[src/rtl/hirq_pkg.sv]
package hirq_pkg;

    typedef enum logic [1:0] {
        PH_IDLE    = 2'd0,
        PH_ENTER   = 2'd1,
        PH_HELD    = 2'd2,
        PH_RELEASE = 2'd3
    } hold_phase_e;

    typedef struct packed {
        hold_phase_e phase;
        logic        race;
        logic        grant;
        logic        breq;
        logic        irq_out;
    } hold_state_t;

    localparam hold_state_t HOLD_STATE_RST = '{
        phase:   PH_IDLE,
        race:    1'b0,
        grant:   1'b0,
        breq:    1'b0,
        irq_out: 1'b0
    };

endpackage

[src/rtl/hirq_sync.sv]
module hirq_sync #(
    parameter int STAGES = 2
) (
    input  logic clk,
    input  logic rst_n,
    input  logic async_i,
    output logic sync_o
);
    localparam int LAST = STAGES - 1;

    typedef struct packed {
        logic [LAST:0] chain;
    } sync_state_t;

    sync_state_t s_d, s_q;

    generate
        if (STAGES == 1) begin : g_single
            always_comb begin
                s_d.chain = async_i;
            end
        end else begin : g_multi
            always_comb begin
                s_d.chain = {s_q.chain[LAST-1:0], async_i};
            end
        end
    endgenerate

    always_ff @(posedge clk or negedge rst_n) begin
        if (!rst_n) begin
            s_q <= '0;
        end else begin
            s_q <= s_d;
        end
    end

    assign sync_o = s_q.chain[LAST];

endmodule

[src/rtl/hirq_pend.sv]
module hirq_pend (
    input  logic clk,
    input  logic rst_n,
    input  logic req_i,
    input  logic ack_i,
    output logic pend_d_o,
    output logic pend_q_o
);
    typedef struct packed {
        logic pend;
    } pend_state_t;

    pend_state_t p_d, p_q;

    always_comb begin
        p_d = p_q;
        if (ack_i) begin
            p_d.pend = 1'b0;
        end else if (req_i) begin
            p_d.pend = 1'b1;
        end
    end

    always_ff @(posedge clk or negedge rst_n) begin
        if (!rst_n) begin
            p_q <= '0;
        end else begin
            p_q <= p_d;
        end
    end

    assign pend_d_o = p_d.pend;
    assign pend_q_o = p_q.pend;

    p_ack_wins_r10: assert property (@(posedge clk) disable iff (!rst_n)
        ack_i |=> !pend_q_o);

endmodule

[src/rtl/hirq_fsm.sv]
module hirq_fsm
    import hirq_pkg::*;
(
    input  logic clk,
    input  logic rst_n,
    input  logic hold_s_i,
    input  logic hold_ok_i,
    input  logic ext_fetch_i,
    input  logic pend_d_i,
    input  logic ack_i,
    output logic grant_o,
    output logic breq_o,
    output logic irq_out_o
);
    hold_state_t st_d, st_q;

    always_comb begin
        st_d = st_q;

        unique case (st_q.phase)
            PH_IDLE: begin
                if (hold_s_i && hold_ok_i) begin
                    st_d.phase = PH_ENTER;
                end
            end
            PH_ENTER: begin
                if (!hold_s_i) begin
                    st_d.phase = PH_IDLE;
                end else begin
                    st_d.phase = PH_HELD;
                    st_d.race  = pend_d_i && ext_fetch_i;
                end
            end
            PH_HELD: begin
                if (!hold_s_i) begin
                    st_d.phase = PH_IDLE;
                end else if (pend_d_i && ext_fetch_i && !st_q.race && !st_q.irq_out) begin
                    st_d.phase = PH_RELEASE;
                end
            end
            PH_RELEASE: begin
                if (!hold_s_i) begin
                    st_d.phase = PH_IDLE;
                end
            end
            default: st_d.phase = PH_IDLE;
        endcase

        if (st_d.phase == PH_IDLE) begin
            st_d.race = 1'b0;
        end

        st_d.grant = (st_d.phase == PH_HELD) || (st_d.phase == PH_RELEASE);
        st_d.breq  = pend_d_i && (st_d.phase == PH_RELEASE);

        if (st_d.race) begin
            st_d.irq_out = 1'b1;
        end else if (!pend_d_i) begin
            st_d.irq_out = 1'b0;
        end else if (st_q.irq_out) begin
            st_d.irq_out = 1'b1;
        end else if (st_d.phase == PH_HELD && !ext_fetch_i) begin
            st_d.irq_out = 1'b1;
        end else if (st_q.phase == PH_RELEASE && st_d.phase == PH_IDLE) begin
            st_d.irq_out = 1'b1;
        end else begin
            st_d.irq_out = 1'b0;
        end
    end

    always_ff @(posedge clk or negedge rst_n) begin
        if (!rst_n) begin
            st_q <= HOLD_STATE_RST;
        end else begin
            st_q <= st_d;
        end
    end

    assign grant_o   = st_q.grant;
    assign breq_o    = st_q.breq;
    assign irq_out_o = st_q.irq_out;

    p_breq_in_grant_r6: assert property (@(posedge clk) disable iff (!rst_n)
        breq_o |-> grant_o);

    p_wait_no_irq_r6: assert property (@(posedge clk) disable iff (!rst_n)
        (st_q.phase == PH_RELEASE) |-> !irq_out_o);

    p_race_no_breq_r8: assert property (@(posedge clk) disable iff (!rst_n)
        st_q.race |-> !breq_o);

    p_race_holds_irq_r9: assert property (@(posedge clk) disable iff (!rst_n)
        (st_q.race && hold_s_i) |=> irq_out_o);

    p_grant_from_enter_r2: assert property (@(posedge clk) disable iff (!rst_n)
        $rose(grant_o) |-> $past(st_q.phase == PH_ENTER));

    p_ack_clears_r10: assert property (@(posedge clk) disable iff (!rst_n)
        (ack_i && !st_q.race) |=> (!irq_out_o && !breq_o));

endmodule

[src/rtl/hirq_out_ctrl.sv]
module hirq_out_ctrl #(
    parameter int SYNC_STAGES = 2
) (
    input  logic clk,
    input  logic rst_n,
    input  logic irq_req_i,
    input  logic irq_ack_i,
    input  logic ext_fetch_i,
    input  logic hold_ok_i,
    input  logic hold_req_n_i,
    output logic hold_ack_n_o,
    output logic bus_req_n_o,
    output logic irq_out_n_o
);
    logic hold_s;
    logic pend_d;
    logic pend_q;
    logic grant;
    logic breq;
    logic irq_out;

    hirq_sync #(.STAGES(SYNC_STAGES)) u_sync (
        .clk     (clk),
        .rst_n   (rst_n),
        .async_i (!hold_req_n_i),
        .sync_o  (hold_s)
    );

    hirq_pend u_pend (
        .clk      (clk),
        .rst_n    (rst_n),
        .req_i    (irq_req_i),
        .ack_i    (irq_ack_i),
        .pend_d_o (pend_d),
        .pend_q_o (pend_q)
    );

    hirq_fsm u_fsm (
        .clk         (clk),
        .rst_n       (rst_n),
        .hold_s_i    (hold_s),
        .hold_ok_i   (hold_ok_i),
        .ext_fetch_i (ext_fetch_i),
        .pend_d_i    (pend_d),
        .ack_i       (irq_ack_i),
        .grant_o     (grant),
        .breq_o      (breq),
        .irq_out_o   (irq_out)
    );

    assign hold_ack_n_o = !grant;
    assign bus_req_n_o  = !breq;
    assign irq_out_n_o  = !irq_out;

    p_irq_needs_pend_r10: assert property (@(posedge clk) disable iff (!rst_n)
        (!irq_out_n_o && hold_ack_n_o) |-> pend_q);

endmodule

[config.mk]
export PLATFORM = sky130hd
export DESIGN_NAME = hirq_out_ctrl
export DESIGN_NICKNAME = d
export VERILOG_FILES = /design/src/rtl/hirq_pkg.sv /design/src/rtl/hirq_sync.sv /design/src/rtl/hirq_pend.sv /design/src/rtl/hirq_fsm.sv /design/src/rtl/hirq_out_ctrl.sv
export SDC_FILE = /design/constraint.sdc
export NUM_CORES = 1
export LEC_CHECK = 0
export ABC_AREA = 1
export BUFFER_PORTS_ARGS = -buffer_cell sky130_fd_sc_hd__buf_2
export CAP_MARGIN = 40
export CORE_AREA = 2 2 39 41
export DETAILED_ROUTE_END_ITERATION = 8
export DIE_AREA = 0 0 41 43
export PLACE_DENSITY = 0.49
export SLEW_MARGIN = 20
export SYNTH_ARGS = -nofsm -noshare
export SYNTH_HDL_FRONTEND = slang
export SYNTH_SLANG_ARGS = --single-unit
[constraint.sdc]
create_clock -name clk -period 1.49 [get_ports clk]
set_clock_uncertainty 0.1 [all_clocks]
set_input_delay 0.447 -clock clk [delete_from_list [all_inputs] [get_ports clk]]
set_output_delay 0.447 -clock clk [all_outputs]
set_load 0.01 [all_outputs]
==> results of run 1 <==
repair_timing:
| item | in CTS | in global routing |
|---|---|---|
| gates resized for setup | 0 | 0 |
| hold endpoints to repair | 9 | 0 |
| hold buffers | 1 | 0 |
power breakdown:
part / total [uW] / switching (uW) / internal (uW)
clock network: 182 / 79.5 / 103
registers: 269 / 11.0 / 258
logic: 62.8 / 35.0 / 27.8
metrics by stage:
stage | setup slack [ns] | cell area [sq um] | cells | util, % | hold slack (ns)
floorplan | 0.382 | 390 | 42 | - | 0.0514
global placement | 0.195 | 455 | 67 | 32.9 | 0.204
detailed placement | 0.186 | 455 | 67 | 32.9 | 0.205
CTS | 0.116 | 492 | 72 | 35.5 | 0.223
global route | 0.0733 | 492 | 72 | 35.5 | 0.209
finish | 0.127 | 492 | 72 | 35.5 | 0.235
routing by layer:
layer	share of wire (%)	wire, microns	track usage (%)	vias to the layer above
li1	-	-	-	157
met1	47	304	11.3	129
met2	45	290	13.1	10
met3	6.8	44	7.85	2
met4	1.1	7	4.00	0
met5	0	0	0	-
registers in the layout (all words and copies together), names as in the netlist:
| name | cells |
|---|---|
| u_fsm.breq_o | 1 |
| u_fsm.grant_o | 1 |
| u_fsm.irq_out_o | 1 |
| u_fsm.st_q | 3 |
| u_pend.pend_q_o | 1 |
| u_sync.s_q | 2 |
layout by cell type (no fill, tap or decap), types with 2 or more instances in the layout:
cell,instances
nor2_1,3
inv_1,9
o21ai_1,2
a21oi_1,3
nand3_1,2
nand2_1,9
buf_2,9
clkbuf_4,3
dfrtp_1,9
logic make-up after synthesis:
kind of cell	Yosys count	synth area share [%]
AND/OR/NAND/NOR	17	20.5
AO/OA/AOI/OAI	7	13.1
flip-flops	9	57.7
buffers and inverters	9	8.65
final timing paths:
path | endpoint | start | slack, ns
max in group asynchronous | u_fsm.irq_out_o$_DFF_PN0_ | rst_n | 0.65
min | u_sync.s_q[0]$_DFF_PN0_ | hold_req_n_i | 0.24
min in group asynchronous | u_fsm.st_q[4]$_DFF_PN0_ | rst_n | 0.46
max | irq_out_n_o | u_fsm.irq_out_o$_DFF_PN0_ | 0.13
max reg2reg | u_fsm.irq_out_o$_DFF_PN0_ | u_fsm.st_q[5]$_DFF_PN0_ | 0.30
min reg2reg | u_sync.s_q[1]$_DFF_PN0_ | u_sync.s_q[0]$_DFF_PN0_ | 0.25
final cells by class:
class	instances	area [sq um]
clock buffers	4	26.3
fillers	159	892
inverters	9	33.8
multi-input cells	24	131
flip-flops and latches	9	225
well taps	16	20.0
repair buffers	10	55.1
==> flow_summary.toml, run 1 <==
[synthesis]
ys_warn_count = 0
synth_seq_cells = 9
ys.flop_type = "dfrtp_1"
yosysTopAreaCellShare_pct = 57.7
yosys-top-cells-count = "9 x dfrtp_1, 9 x inv_1, 9 x nand2_1"
synth_area_per_cell_sq_um = 9.29
synth_area_leaders = "dfrtp_1 58%, inv_1 8.7%, nand2_1 8.7%"
netlist_area_sq_um = 390
synth-edff-count = 0
synth_seq_area_share_pct = 57.7
async_reset_ff_share_pct = 100
synth_nets = 49
synth_cell_types = 12
synth_cells = 42
synth_top_cell_by_area = "dfrtp_1"

[run]
cap_violations = 0

[sta]
maxSlewHeadroom_pct = 84.8
slew_viol_final = 0
rsz0062_at_grt = "false"
hold_viol_final = 0
worst_pin_slew_ns = 0.226
max_freq_mhz = 733
period_share_pct = 91.5
setup_viol = 0
min_period_ns = 1.36
setup_tns_ns = 0

[critical_path]
critPathArrivalTime_ns = 0.82
path_cells = "inv_1, buf_2"
cp.required_ns = 0.94
critPathTopFamily = "flip-flops"
worst-path-stages = 2
worst_path_max_delay_cell = "dfrtp_1"
r2r.worst_path.cells = 6
critPathMaxFanout = 2
start_kind = "flop"
critical_path.max_stage_delay_ns = 0.37
worstSetupPathType = "reg2out"
end_kind = "output pin"
worst-path-buf-inv = 2

[placement]
numPortBuffers = 9
gp_congestion = 0.754
dp_hpwl_microns = 508

[routing]
drtIter0Drc = 2
postRouteAntennaNets = 0
vias = 298
first_pass_iters = 2
wirelength_microns = 646
vias_per_cell = 4.14
routedWlPerCell_microns = 8.97
route.detailed.drc = 0

[min_path]
min_path_type = "in2reg"
min_path_cells = 2

[pwr]
p_total_uw = 514
power_density_nw_per_um2 = 1050
power_leakage_uw = 0.000264
peakVddDrop_mv = 0.724

[clock_network]
cts_buffer_depth = 2
post_cts_buffers = 0
root_buffer = "clkbuf_4"
cts_num_sinks = 9
clkTransAtPathRegs_ns = 0.05
cts_tree = "yes"
htree_levels = 1
cts_buffers = 3
insertion_delay_ns = 0.26

[finish]
nets = 64
drive_gt1_share_pct = 28.6
syn2layout_area_growth_pct = 26.0
antenna_cells = 0

[floorplanning]
placementRows = 14
ioPinCount = 10
dieArea_sq_um = 1760
initial_utilization_pct = 28.2
core_region_area_sq_um = 1380
die_width_microns = 41
dieHeight_microns = 43

[grt]
grt_max_degree = 10
grt_pass1_vias = 267
grt_pass1_wl_microns = 1080
gr-total-overflow = 0
grt_antenna_before_repair = 0
grt_usage_pct = 9.84

[outcome]
status = "finished clean"
No activity file was read; power rests on OpenSTA's default activity.
==> run 2, diff against run 1 <==
- CELL_PAD_IN_SITES_DETAIL_PLACEMENT: unset -> 1
- CELL_PAD_IN_SITES_GLOBAL_PLACEMENT: unset -> 1
- PLACE_DENSITY: 0.49 -> 0.62
==> flow_summary.toml, run 2 (synthesized netlist as in run 1, its figures left out) <==
[outcome]
status = "finished clean"

[finish]
layout_common_cells = "9 x inv_1, 9 x nand2_1, 9 x buf_2, 9 x dfrtp_1"
syn2layout_area_growth_pct = 26.0
largest_reg_flops = 3
stdcell_area_sq_um = 492
regMostFlops = "u_fsm.st_q"
antenna_cells = 0
nets = 64
final_cells = 72
reg.largest.list = "u_fsm.st_q (3), u_sync.s_q (2)"
drive_gt1_share_pct = 28.6

[routing]
postRouteAntennaNets = 0
first_pass_iters = 3
route.detailed.drc = 0
drtIter0Drc = 6
routedWlPerCell_microns = 10.1
vias = 307
wirelength_microns = 728
vias_per_cell = 4.26

[sta]
rsz0062_at_grt = "false"
min_period_ns = 1.37
max_freq_mhz = 727
maxSlewHeadroom_pct = 84.7
period_share_pct = 92.3
setup_tns_ns = 0
slew_viol_final = 0
setup_ws_ns = 0.115
worst_pin_slew_ns = 0.229
setup_viol = 0
hold_viol_final = 0

[clock_network]
cts_buffers = 3
cts_buffer_depth = 2
root_buffer = "clkbuf_4"
cts_resized = 0
htree_levels = 1
cts_num_sinks = 9
cts_tree = "yes"
clkTransAtPathRegs_ns = 0.06
insertion_delay_ns = 0.25

[placement]
dp_hpwl_microns = 577
dp_cells = 67
dpl_cell_area_sq_um = 455
numPortBuffers = 9
dp_slack_ns = 0.176
gp_congestion = 0.658

[floorplanning]
dieArea_sq_um = 1760
initial_utilization_pct = 28.2
core_region_area_sq_um = 1380
ioPinCount = 10
die_width_microns = 41
placementRows = 14
dieHeight_microns = 43

[critical_path]
end_kind = "output pin"
critical_path.max_stage_delay_ns = 0.38
cp.required_ns = 0.94
critPathArrivalTime_ns = 0.83
worst_path_max_delay_cell = "dfrtp_1"
path_cells = "inv_1, buf_2"
worstSetupPathType = "reg2out"
critPathMaxFanout = 2
start_kind = "flop"

[grt]
grt_pass1_wl_microns = 1170
grt_pass1_vias = 290
gr-total-overflow = 0
grt_antenna_before_repair = 0
grt_max_degree = 10
grt_usage_pct = 10.4

[run]
cap_violations = 0

[pwr]
peakVddDrop_mv = 0.464
power_density_nw_per_um2 = 1040
power_leakage_uw = 0.000264
p_total_uw = 513

[min_path]
min_path_type = "in2reg"
[run 2: power breakdown]
group | internal, uW | switching (uW) | total [uW]
Combinational | 27.9 | 36.1 | 64.0
Clock | 103 | 77.5 | 180
Sequential | 258 | 11.1 | 269
Total | 389 | 125 | 513
[run 2: layout make-up]
class                           count  area [sq um]
Fill cell                         175           892
Sequential cell                     9           225
Multi-Input combinational cell     24           131
Timing Repair Buffer               10          55.1
Inverter                            9          33.8
Clock buffer                        4          26.3
Tap cell                           16          20.0
[run 2: per-stage QoR]
stage                     utilization, %  hold slack [ns]
after floorplan                        -           0.0514
after global placement              32.9            0.204
after detailed placement            32.9            0.207
after CTS                           35.5            0.215
after global routing                35.5            0.236
final                               35.5            0.231
[run 2: worst paths after layout]
check | start | to | slack [ns] | depth (start not counted)
worst max-delay path | u_fsm.irq_out_o$_DFF_PN0_ | irq_out_n_o | 0.12 | 2
worst min-delay path | hold_req_n_i | u_sync.s_q[0]$_DFF_PN0_ | 0.23 | 2
worst max register to register | u_fsm.st_q[5]$_DFF_PN0_ | u_fsm.irq_out_o$_DFF_PN0_ | 0.31 | 6
worst min register to register | u_sync.s_q[0]$_DFF_PN0_ | u_sync.s_q[1]$_DFF_PN0_ | 0.26 | 0
max in group asynchronous | rst_n | u_fsm.breq_o$_DFF_PN0_ | 0.64 | 2
min in group asynchronous | rst_n | u_fsm.st_q[5]$_DFF_PN0_ | 0.48 | 2
[run 2: worst max-delay path, delay by kind of cell, from the launching register on]
kind / cells / cell delay [ns]
flops: 1 / 0.38
buf+inv: 2 / 0.19
[run 2: metal layers]
layer | vias up | share of wire [%] | GRT usage (%)
li1 | 157 | - | -
met1 | 141 | 46 | 12.8
met3 | 2 | 3.8 | 0
met5 | - | 0 | 0
met2 | 7 | 47 | 14.4
met4 | 0 | 2.6 | 12.0
[run 2: what timing repair did]
action / 4_1_cts / 5_1_grt
hold buffers: 1 / 0
hold endpoints to repair: 9 / 0
setup buffers: 0 / 0
